### config.mk
export PLATFORM = sky130hd
export DESIGN_NAME = regcmd_decoder
export DESIGN_NICKNAME = d
export VERILOG_FILES = /design/src/rtl/regcmd_pkg.sv /design/src/rtl/regcmd_parser.sv /design/src/rtl/regcmd_bank.sv /design/src/rtl/regcmd_power.sv /design/src/rtl/regcmd_decoder.sv
export SDC_FILE = /design/constraint.sdc
export NUM_CORES = 2
export LEC_CHECK = 0
export ABC_AREA = 1
export ABC_CLOCK_PERIOD_IN_PS = 6600
export CAP_MARGIN = 10
export CORE_ASPECT_RATIO = 0.75
export CORE_MARGIN = 2
export CORE_UTILIZATION = 45
export CTS_CLUSTER_DIAMETER = 30
export CTS_CLUSTER_SIZE = 16
export DETAILED_ROUTE_END_ITERATION = 8
export DONT_BUFFER_PORTS = 1
export GPL_ROUTABILITY_DRIVEN = 1
export PLACE_DENSITY = 0.61
export SLEW_MARGIN = 20
export SYNTH_ARGS = -nofsm -noshare
export SYNTH_HDL_FRONTEND = slang
export SYNTH_HIERARCHICAL = 1
export SYNTH_SLANG_ARGS = --single-unit
export TNS_END_PERCENT = 100
### constraint.sdc
create_clock -name clk -period 6.6 [get_ports clk]
set_input_delay 0.33 -clock clk [delete_from_list [all_inputs] [get_ports clk]]
set_output_delay 0.33 -clock clk [all_outputs]
set_load 0.05 [all_outputs]
### src/rtl/regcmd_pkg.sv
package regcmd_pkg;
  localparam logic [7:0] CMD_PREFIX  = 8'hAF;
  localparam logic [7:0] OP_REGWR    = 8'h20;
  localparam logic [7:0] GUARD_ADDR  = 8'hFF;
  localparam logic [7:0] GUARD_LOCK  = 8'h00;
  localparam logic [7:0] GUARD_OPEN  = 8'hFF;
  localparam logic [7:0] CTL_RUN     = 8'h00;
  localparam logic [7:0] CTL_OFF     = 8'h07;
  localparam int         CTL_IDX     = 31;
  localparam int         DEPTH_IDX   = 0;
  localparam int         BASE_W_IDX  = 32;
  localparam int         BASE_N_IDX  = 38;

  typedef enum logic [1:0] {P_HUNT, P_OPC, P_ADDR, P_DATA} pstate_e;

  function automatic logic is_lock(input logic [7:0] a, input logic [7:0] d);
    return (a == GUARD_ADDR) && (d == GUARD_LOCK);
  endfunction

  function automatic logic is_open(input logic [7:0] a, input logic [7:0] d);
    return (a == GUARD_ADDR) && (d == GUARD_OPEN);
  endfunction

  // returns {power, sync} for a control value and the power-down hold flag
  function automatic logic [1:0] out_state(input logic [7:0] ctl, input logic hold);
    logic pw;
    pw = !hold && (ctl != CTL_OFF);
    return {pw, pw && (ctl == CTL_RUN)};
  endfunction
endpackage

### src/rtl/regcmd_parser.sv
module regcmd_parser
  import regcmd_pkg::*;
(
  input  logic       clk,
  input  logic       rst_n,
  input  logic       in_valid,
  input  logic [7:0] in_data,
  input  logic       ready,
  output logic       wr_stb,
  output logic [7:0] wr_addr,
  output logic [7:0] wr_data
);
  pstate_e    st_q;
  logic [7:0] addr_q;
  logic       accept;

  assign accept  = in_valid && ready;
  assign wr_stb  = accept && (st_q == P_DATA);
  assign wr_addr = addr_q;
  assign wr_data = in_data;

  always_ff @(posedge clk) begin
    if (!rst_n) begin
      st_q   <= P_HUNT;
      addr_q <= '0;
    end else if (accept) begin
      unique case (st_q)
        P_HUNT: if (in_data == CMD_PREFIX) st_q <= P_OPC;
        P_OPC:  st_q <= (in_data == OP_REGWR) ? P_ADDR : P_HUNT;
        P_ADDR: begin
          addr_q <= in_data;
          st_q   <= P_DATA;
        end
        P_DATA: st_q <= P_HUNT;
        default: st_q <= P_HUNT;
      endcase
    end
  end


  hunt_stay_chk: assert property (@(posedge clk) disable iff (!rst_n)
    (accept && st_q == P_HUNT && in_data != CMD_PREFIX) |=> (st_q == P_HUNT));

  bad_op_chk: assert property (@(posedge clk) disable iff (!rst_n)
    (accept && st_q == P_OPC && in_data != OP_REGWR) |=> (st_q == P_HUNT && !wr_stb));
endmodule

### src/rtl/regcmd_bank.sv
module regcmd_bank
  import regcmd_pkg::*;
#(
  parameter int NUM_REGS = 64
) (
  input  logic                     clk,
  input  logic                     rst_n,
  input  logic                     wr_stb,
  input  logic [7:0]               wr_addr,
  input  logic [7:0]               wr_data,
  output logic [NUM_REGS-1:0][7:0] active,
  output logic [NUM_REGS-1:0][7:0] shadow,
  output logic                     locked,
  output logic                     commit_now
);
  logic [NUM_REGS-1:0][7:0] active_q, shadow_q;
  logic locked_q, commit_q, in_range;

  assign in_range = (int'(wr_addr) < NUM_REGS) && (wr_addr != GUARD_ADDR);

  always_ff @(posedge clk) begin
    if (!rst_n) begin
      locked_q <= 1'b0;
      commit_q <= 1'b0;
    end else if (commit_q) begin
      locked_q <= 1'b0;
      commit_q <= 1'b0;
    end else if (wr_stb && is_lock(wr_addr, wr_data)) begin
      locked_q <= 1'b1;
    end else if (wr_stb && is_open(wr_addr, wr_data)) begin
      commit_q <= 1'b1;
    end
  end

  for (genvar i = 0; i < NUM_REGS; i++) begin : g_reg
    logic hit;
    assign hit = wr_stb && in_range && (int'(wr_addr) == i);
    always_ff @(posedge clk) begin
      if (!rst_n) begin
        shadow_q[i] <= '0;
        active_q[i] <= '0;
      end else if (commit_q) begin
        active_q[i] <= shadow_q[i];
      end else if (hit) begin
        shadow_q[i] <= wr_data;
        if (!locked_q) active_q[i] <= wr_data;
      end
    end
  end

  assign active     = active_q;
  assign shadow     = shadow_q;
  assign locked     = locked_q;
  assign commit_now = commit_q;


  locked_hold_chk: assert property (@(posedge clk) disable iff (!rst_n)
    (wr_stb && locked_q && !commit_q) |=> $stable(active_q));

  out_range_chk: assert property (@(posedge clk) disable iff (!rst_n)
    (wr_stb && int'(wr_addr) >= NUM_REGS) |=> ($stable(shadow_q) && $stable(active_q)));

  open_stall_chk: assert property (@(posedge clk) disable iff (!rst_n)
    (wr_stb && is_open(wr_addr, wr_data)) |=> commit_q);

  stall_once_chk: assert property (@(posedge clk) disable iff (!rst_n)
    commit_q |=> !commit_q);

  copy_all_chk: assert property (@(posedge clk) disable iff (!rst_n)
    commit_q |=> ((active_q == $past(shadow_q)) && !locked_q));
endmodule

### src/rtl/regcmd_power.sv
module regcmd_power
  import regcmd_pkg::*;
(
  input  logic       clk,
  input  logic       rst_n,
  input  logic       commit_now,
  input  logic [7:0] shadow_ctl,
  input  logic [7:0] active_ctl,
  output logic       sync_en,
  output logic       power_en
);
  logic       hold_q;
  logic [1:0] st;

  always_ff @(posedge clk) begin
    if (!rst_n)                                    hold_q <= 1'b1;
    else if (commit_now && shadow_ctl == CTL_RUN)  hold_q <= 1'b0;
    else if (active_ctl == CTL_OFF)                hold_q <= 1'b1;
  end

  assign st       = out_state(active_ctl, hold_q);
  assign power_en = st[1];
  assign sync_en  = st[0];


  sync_needs_pwr_chk: assert property (@(posedge clk) disable iff (!rst_n)
    sync_en |-> power_en);

  hold_keeps_off_chk: assert property (@(posedge clk) disable iff (!rst_n)
    (hold_q && !commit_now) |=> (!sync_en && !power_en));
endmodule

### src/rtl/regcmd_decoder.sv
module regcmd_decoder
  import regcmd_pkg::*;
#(
  parameter int NUM_REGS = 64
) (
  input  logic                  clk,
  input  logic                  rst_n,
  input  logic                  in_valid,
  input  logic [7:0]            in_data,
  output logic                  in_ready,
  output logic [NUM_REGS*8-1:0] bank_flat,
  output logic                  locked,
  output logic                  depth_deep,
  output logic [23:0]           base_wide,
  output logic [23:0]           base_narrow,
  output logic                  sync_en,
  output logic                  power_en
);
  logic                     wr_stb, commit_now;
  logic [7:0]               wr_addr, wr_data;
  logic [NUM_REGS-1:0][7:0] active, shadow;

  assign in_ready = !commit_now;

  regcmd_parser u_parse (
    .clk(clk), .rst_n(rst_n), .in_valid(in_valid), .in_data(in_data),
    .ready(in_ready), .wr_stb(wr_stb), .wr_addr(wr_addr), .wr_data(wr_data)
  );

  regcmd_bank #(.NUM_REGS(NUM_REGS)) u_bank (
    .clk(clk), .rst_n(rst_n), .wr_stb(wr_stb), .wr_addr(wr_addr),
    .wr_data(wr_data), .active(active), .shadow(shadow),
    .locked(locked), .commit_now(commit_now)
  );

  regcmd_power u_pwr (
    .clk(clk), .rst_n(rst_n), .commit_now(commit_now),
    .shadow_ctl(shadow[CTL_IDX]), .active_ctl(active[CTL_IDX]),
    .sync_en(sync_en), .power_en(power_en)
  );

  assign bank_flat   = active;
  assign depth_deep  = active[DEPTH_IDX][0];
  assign base_wide   = {active[BASE_W_IDX], active[BASE_W_IDX+1], active[BASE_W_IDX+2]};
  assign base_narrow = {active[BASE_N_IDX], active[BASE_N_IDX+1], active[BASE_N_IDX+2]};


  no_write_in_stall_chk: assert property (@(posedge clk) disable iff (!rst_n)
    !in_ready |-> !wr_stb);
endmodule

After elaboration in Yosys (flattened, before gate mapping)
Cells that the tools add are included.
- bits in registers: 1037
- input port bits: 11
- output and inout bits: 565
- logic and storage cells: 625
- order comparisons: 1
- eq/ne operators: 75
- mux-type cells: 135
- bitwise logic cells: 2
- reductions and logical operators: 279
- operator list (cell ; number):
    2-to-1 mux 8 bit ; 129
    AND reduction 2 bit ; 130
    equality test 8 x 7 -> 1 bit (second input constant) ; 32
    equality test 8 x 6 -> 1 bit (second input constant) ; 17
    nonzero test 2 bit ; 65
    logical AND 1 bit ; 75
    equality test 8 x 5 -> 1 bit (second input constant) ; 8
    equality test 8 x 4 -> 1 bit (second input constant) ; 4
    zero test 8 bit ; 4
    equality test 8 x 3 -> 1 bit (second input constant) ; 3
    equality test 8 bit (second input constant) ; 3
    equality test 8 x 2 -> 1 bit (second input constant) ; 1
    less-than comparator 8 x 7 -> 1 bit (second input constant) ; 1
    inequality test 8 x 3 -> 1 bit (second input constant) ; 1
    inequality test 8 bit (second input constant) ; 1
    one-hot mux 2 bit (4 select lines) ; 1
    equality test 2 bit (second input constant) ; 2
    2-to-1 mux 2 bit ; 2
    2-to-1 mux 1 bit ; 3
    OR reduction 3 bit ; 1
    equality test 2 x 1 -> 1 bit (second input constant) ; 1
    zero test 1 bit ; 2
    zero test 2 bit ; 1
    inequality test 2 x 1 -> 1 bit (second input constant) ; 1
    3 further kinds ; 4

Longest topological paths before layout
- depth after elaboration: 7
- gate-level depth with buffers: 12
- mapped depth without buffers: 11

Hierarchy
The synthesis kept the hierarchy.
- modules (own cells, without submodules) (module ; times used ; cells each ; area each (um^2) ; sequential area each (um^2)):
    regcmd_bank ; 1 ; 5569 ; 41093.2 ; 20539.7
    regcmd_parser ; 1 ; 72 ; 524.3 ; 200.2
    regcmd_decoder ; 1 ; 50 ; 371.6 ; 0.0
    regcmd_power ; 1 ; 33 ; 148.9 ; 20.0

Least setup slack after synthesis
Ideal clock, no wire load.
- path type: reg2reg
- from: register u_bank.commit_q, in the netlist u_bank/commit_now
- to: register u_bank.shadow_q, in the netlist u_bank/shadow[103]
- setup time: 128 ps
- data arrival time: 2421 ps
- data required time: 6472 ps
- path slack: 4051 ps
- stages on the path, launching flop included: 11
- buffers on the path: 2
- period minus slack after synthesis: 2549 ps
- cells stage by stage: dfxtp_1 > inv_1 > nand2_1 > nor3_1 > nand3_2 > buf_6 > nor2_4 > nand3_1 > clkbuf_1 > o21ai_0 > a21oi_1
- word-level cells in the longest chain between the ends: 6
- elaborated cells between the ends (all ways): 7
- those cells by class: bitwise (1); reduce/logical (6)
- ends and longest elaborated chain (item ; line ; RTL):
    from (decl) ; regcmd_bank.sv:17 ; logic locked_q, commit_q, in_range;
    from (signal assigned) ; regcmd_bank.sv:24 ; commit_q <= 1'b0;
    from (signal assigned) ; regcmd_bank.sv:27 ; commit_q <= 1'b0;
    from (signal assigned) ; regcmd_bank.sv:31 ; commit_q <= 1'b1;
    zero test 1 bit ; regcmd_decoder.sv:23 ; assign in_ready = !commit_now;
    net in_ready ; regcmd_decoder.sv:10 ; output logic in_ready,
    logical AND 1 bit ; regcmd_parser.sv:17 ; assign accept = in_valid && ready;
    logical AND 1 bit ; regcmd_parser.sv:18 ; assign wr_stb = accept && (st_q == P_DATA);
    net wr_stb ; regcmd_decoder.sv:19 ; logic wr_stb, commit_now;
    logical AND 1 bit (2 in a row) ; regcmd_bank.sv:37 ; assign hit = wr_stb && in_range && (int'(wr_addr) == i);
    AND reduction 2 bit (no source line) ; - ;
    to (signal, indexed assignment) ; regcmd_bank.sv:45 ; shadow_q[i] <= wr_data;
    to (decl) ; regcmd_bank.sv:16 ; logic [NUM_REGS-1:0][7:0] active_q, shadow_q;
The timed path passes the listed nets, and every way through them passes these cells.
A chain may end at the register's enable or synchronous reset.

Worst setup path in the final report
- from: register u_bank.commit_q, in the netlist u_bank/commit_now
- to: register u_bank.shadow_q, in the netlist u_bank/shadow[29]
Same word-level chain as after synthesis.

==> results.md <==
* Run status: completed
* R2r endpoint: u_bank/shadow[29]
* Synth Instances at 5,724
* Cell area after synthesis at 42,100 um^2
* Post-DRT Antenna Nets at 0
* Core area at 93,100 um^2
* Final net count at 5,478
* First-pass iteration count of the detailed router at 7
* Reg clk slew, reported paths at 0.06 ns
* TritonCTS clock tree: yes
* Slew HR at 23.5%
* Ys Warns at 6
* Pre-CTS WS at 1.98 ns
* Clock skew at 0.0463 ns
* CTS Buf Count at 170
* GRT Residual Overflow at 0
* Maximum vdd ir drop at 249 uV
* First-pass GRT wire length at 225,000 um
* Slew at the pin closest to its max-slew limit at 1.15 ns
* Critical Path AT at 5.29 ns
* Post-DP HPWL at 83,400 um
* Cells on worst reg2reg path at 8
* RSZ-0062 raised after global routing: false
* Share of cells above drive strength 1 at 7.74%
* Critical Path RT at 7.25 ns
* Yosys reg bits at 1,037
* Post-synth cell types at 27
* Layout area overhead at 14.9%
* # H-tree levels at 4
* Die height at 269 um
* Startpoint types: flip-flop
* Pint at 12,500 uW
* Net Switching at 3650 uW
* CTS Root Cell: clkbuf_16
* Pwr dens at 333 nW/um^2
* Crit share post-route at 70.4%
* Largest net degree at the start of global routing at 511
* Worst skew pair latency at 0.79 ns
* P_leak at 0.0167 uW
* Sequential Power Share at 38.9%
* Max Cap Viol at 0
* Placer Congestion at 0.797
* # IOs at 576
* Fmax at 0.215 GHz
* Via/cell ratio at 5.68
* Clock power frac at 58.2%
* Total routed wirelength at 154,000 um
* Die area at 96,100 um^2
* Initial antenna violation count at 7
* Critical path type: flip-flop to flip-flop
* CTS Buffer Depth at 3
* Hold Crit Class: input port to flip-flop
* Sequential area share after synthesis at 49.3%
* Post-Syn Nets at 5,735
* DRT iter0 DRCs at 4,062
* Routed len/inst at 22.5 um
* Comb pwr share at 2.9%
* Post-route minimum period at 4.64 ns
* Worst reg2reg startpoint: u_bank/commit_now
* Port bufs at 0
* Fin Setup TNS at 0 ns
* Switching share of power at 22.6%
* Final setup violating endpoints at 0
* Crit-path max FO at 34
* Standard-cell rows at 97
* Critical Path Source: u_bank/commit_now
* Final Hold Vio Count at 0
* Global Route Usage Sum at 30.8%
* Fin. max-slew vios at 0
* End point of the critical path: u_bank/shadow[29]
* Clock sink total at 1,037
* Total vias in the final route at 38,900
* DRC errors left at 0
* Initial Util at 45.3%
* Setup crit end kind: flip-flop
* Die Wd at 357 um
* Post-CTS setup buffers at 0
* Flop2flop setup slack at 1.96 ns
* Vias in the first global route at 35,000
* Final worst setup slack at 1.96 ns
* # fillers at 9,070
* Syn avg cell area at 7.36 um^2
[through the flow]
| stage | total power, uW | utilization, % | area [um^2] | std cells | hold slack, ns |
|---|---|---|---|---|---|
| final | 16100 | 52.0 | 48400 | 6847 | 0.0914 |
| after global routing | 16600 | 52.0 | 48400 | 6844 | 0.104 |
| after CTS | 16200 | 51.9 | 48400 | 6841 | 0.0314 |
| after detailed placement | 6710 | 45.1 | 42000 | 6516 | 0.438 |
| after global placement | 6710 | 45.1 | 42000 | 6516 | 0.431 |
| after floorplan | 6660 | - | 42100 | 5724 | 0.399 |
[layout by cell type (no fill, tap or decap), types with 4 or more instances in the layout]
| cell | count |
|---|---|
| nand3_1 | 807 |
| inv_6 | 15 |
| buf_16 | 10 |
| buf_12 | 4 |
| clkbuf_16 | 174 |
| clkinvlp_4 | 21 |
| buf_4 | 27 |
| dlygate4sd3_1 | 6 |
| clkbuf_8 | 12 |
| nand2_4 | 10 |
| nand3_2 | 51 |
| nand2_1 | 970 |
| clkinv_4 | 10 |
| nor2_4 | 13 |
| o21ai_0 | 800 |
| clkbuf_1 | 17 |
| nor2_2 | 6 |
| inv_1 | 355 |
| bufinv_16 | 29 |
| inv_2 | 4 |
| a21oi_1 | 783 |
| clkinv_2 | 29 |
| dfxtp_1 | 1033 |
| o21ai_1 | 11 |
| nor2_1 | 382 |
[kinds of logic after synthesis]
group           synth area share, %
buf+inv                        8.22
simple gates                   23.5
compound gates                 19.0
flops                          49.3
[area by class of cell]
class | count | area [um^2] | share of cell area (%)
Antenna cell | 3 | 7.51 | 0.0155
Clock buffer | 203 | 4580 | 9.46
Tap cell | 1237 | 1550 | 3.20
Multi-Input combinational cell | 3847 | 18000 | 37.2
Timing Repair Buffer | 47 | 618 | 1.28
Inverter | 364 | 1380 | 2.86
Clock inverter | 109 | 1520 | 3.13
Sequential cell | 1037 | 20800 | 42.9
[power groups by stage]
| stage | sequential (uW) | combinational, uW | clock (uW) |
|---|---|---|---|
| after floorplan | 6400 | 264 | 0 |
| after global placement | 6400 | 311 | 0 |
| after detailed placement | 6400 | 311 | 0 |
| after CTS | 6270 | 466 | 9480 |
| after global routing | 6260 | 506 | 9780 |
| final | 6270 | 474 | 9380 |
[per-layer routing]
metal	global-route usage [%]	routed length, um
met1	41.3	66200
met2	48.1	69600
met3	7.74	14700
met4	10.8	3580
met5	0	0
[worst max-delay path, stage by stage (launching register included)]
cell	delay, ns
dfxtp_4	0.48
inv_1	0.42
nand2_1	0.35
nor3_1	0.46
nand3_2	0.62
nor2_2	1.02
nand3_1	0.71
o21ai_0	0.37
a21oi_1	0.08
[state kept, by name, indices dropped and copies added (netlist names), named ones only]
name / cells
u_pwr/hold_q: 1
u_bank/shadow: 512
u_parse/wr_addr: 8
u_parse/st_q: 1
u_bank/commit_now: 1
u_bank/active: 512
u_bank/locked: 1
[how the worst min path moves through the flow]
stage,cells after the start,slack (ns),from,end
3_5_place_dp,2,0.44,u_bank/shadow[139],u_bank/shadow[139]
3_3_place_gp,2,0.43,u_bank/shadow[120],u_bank/shadow[120]
2_1_floorplan,1,0.40,rst_n,u_pwr/hold_q
6_report,3,0.09,in_data[7],u_bank/shadow[231]
4_1_cts,4,0.03,in_valid,flip-flop
5_1_grt,3,0.10,in_data[7],u_bank/shadow[119]
[synth_stat cells (all sizes together)]
| cell | count | area (um^2) |
|---|---|---|
| nand4 | 3 | 18.8 |
| nor2 | 401 | 1600 |
| nand2 | 982 | 3690 |
| o21ai | 813 | 4080 |
| clkinv | 3 | 11.3 |
| clkbuf | 347 | 1310 |
| nor3 | 4 | 31.3 |
| dfxtp | 1037 | 20800 |
| inv | 361 | 1360 |
| nand3 | 858 | 4550 |
| buf | 129 | 792 |
| a21oi | 785 | 3940 |
| nor4b | 1 | 8.76 |
[repair_timing]
action	4_1_cts	5_1_grt
hold buffers	13	1
hold endpoints to repair	530	14
resized for setup	0	0
Note: power is estimated with default switching activity, not from simulation.
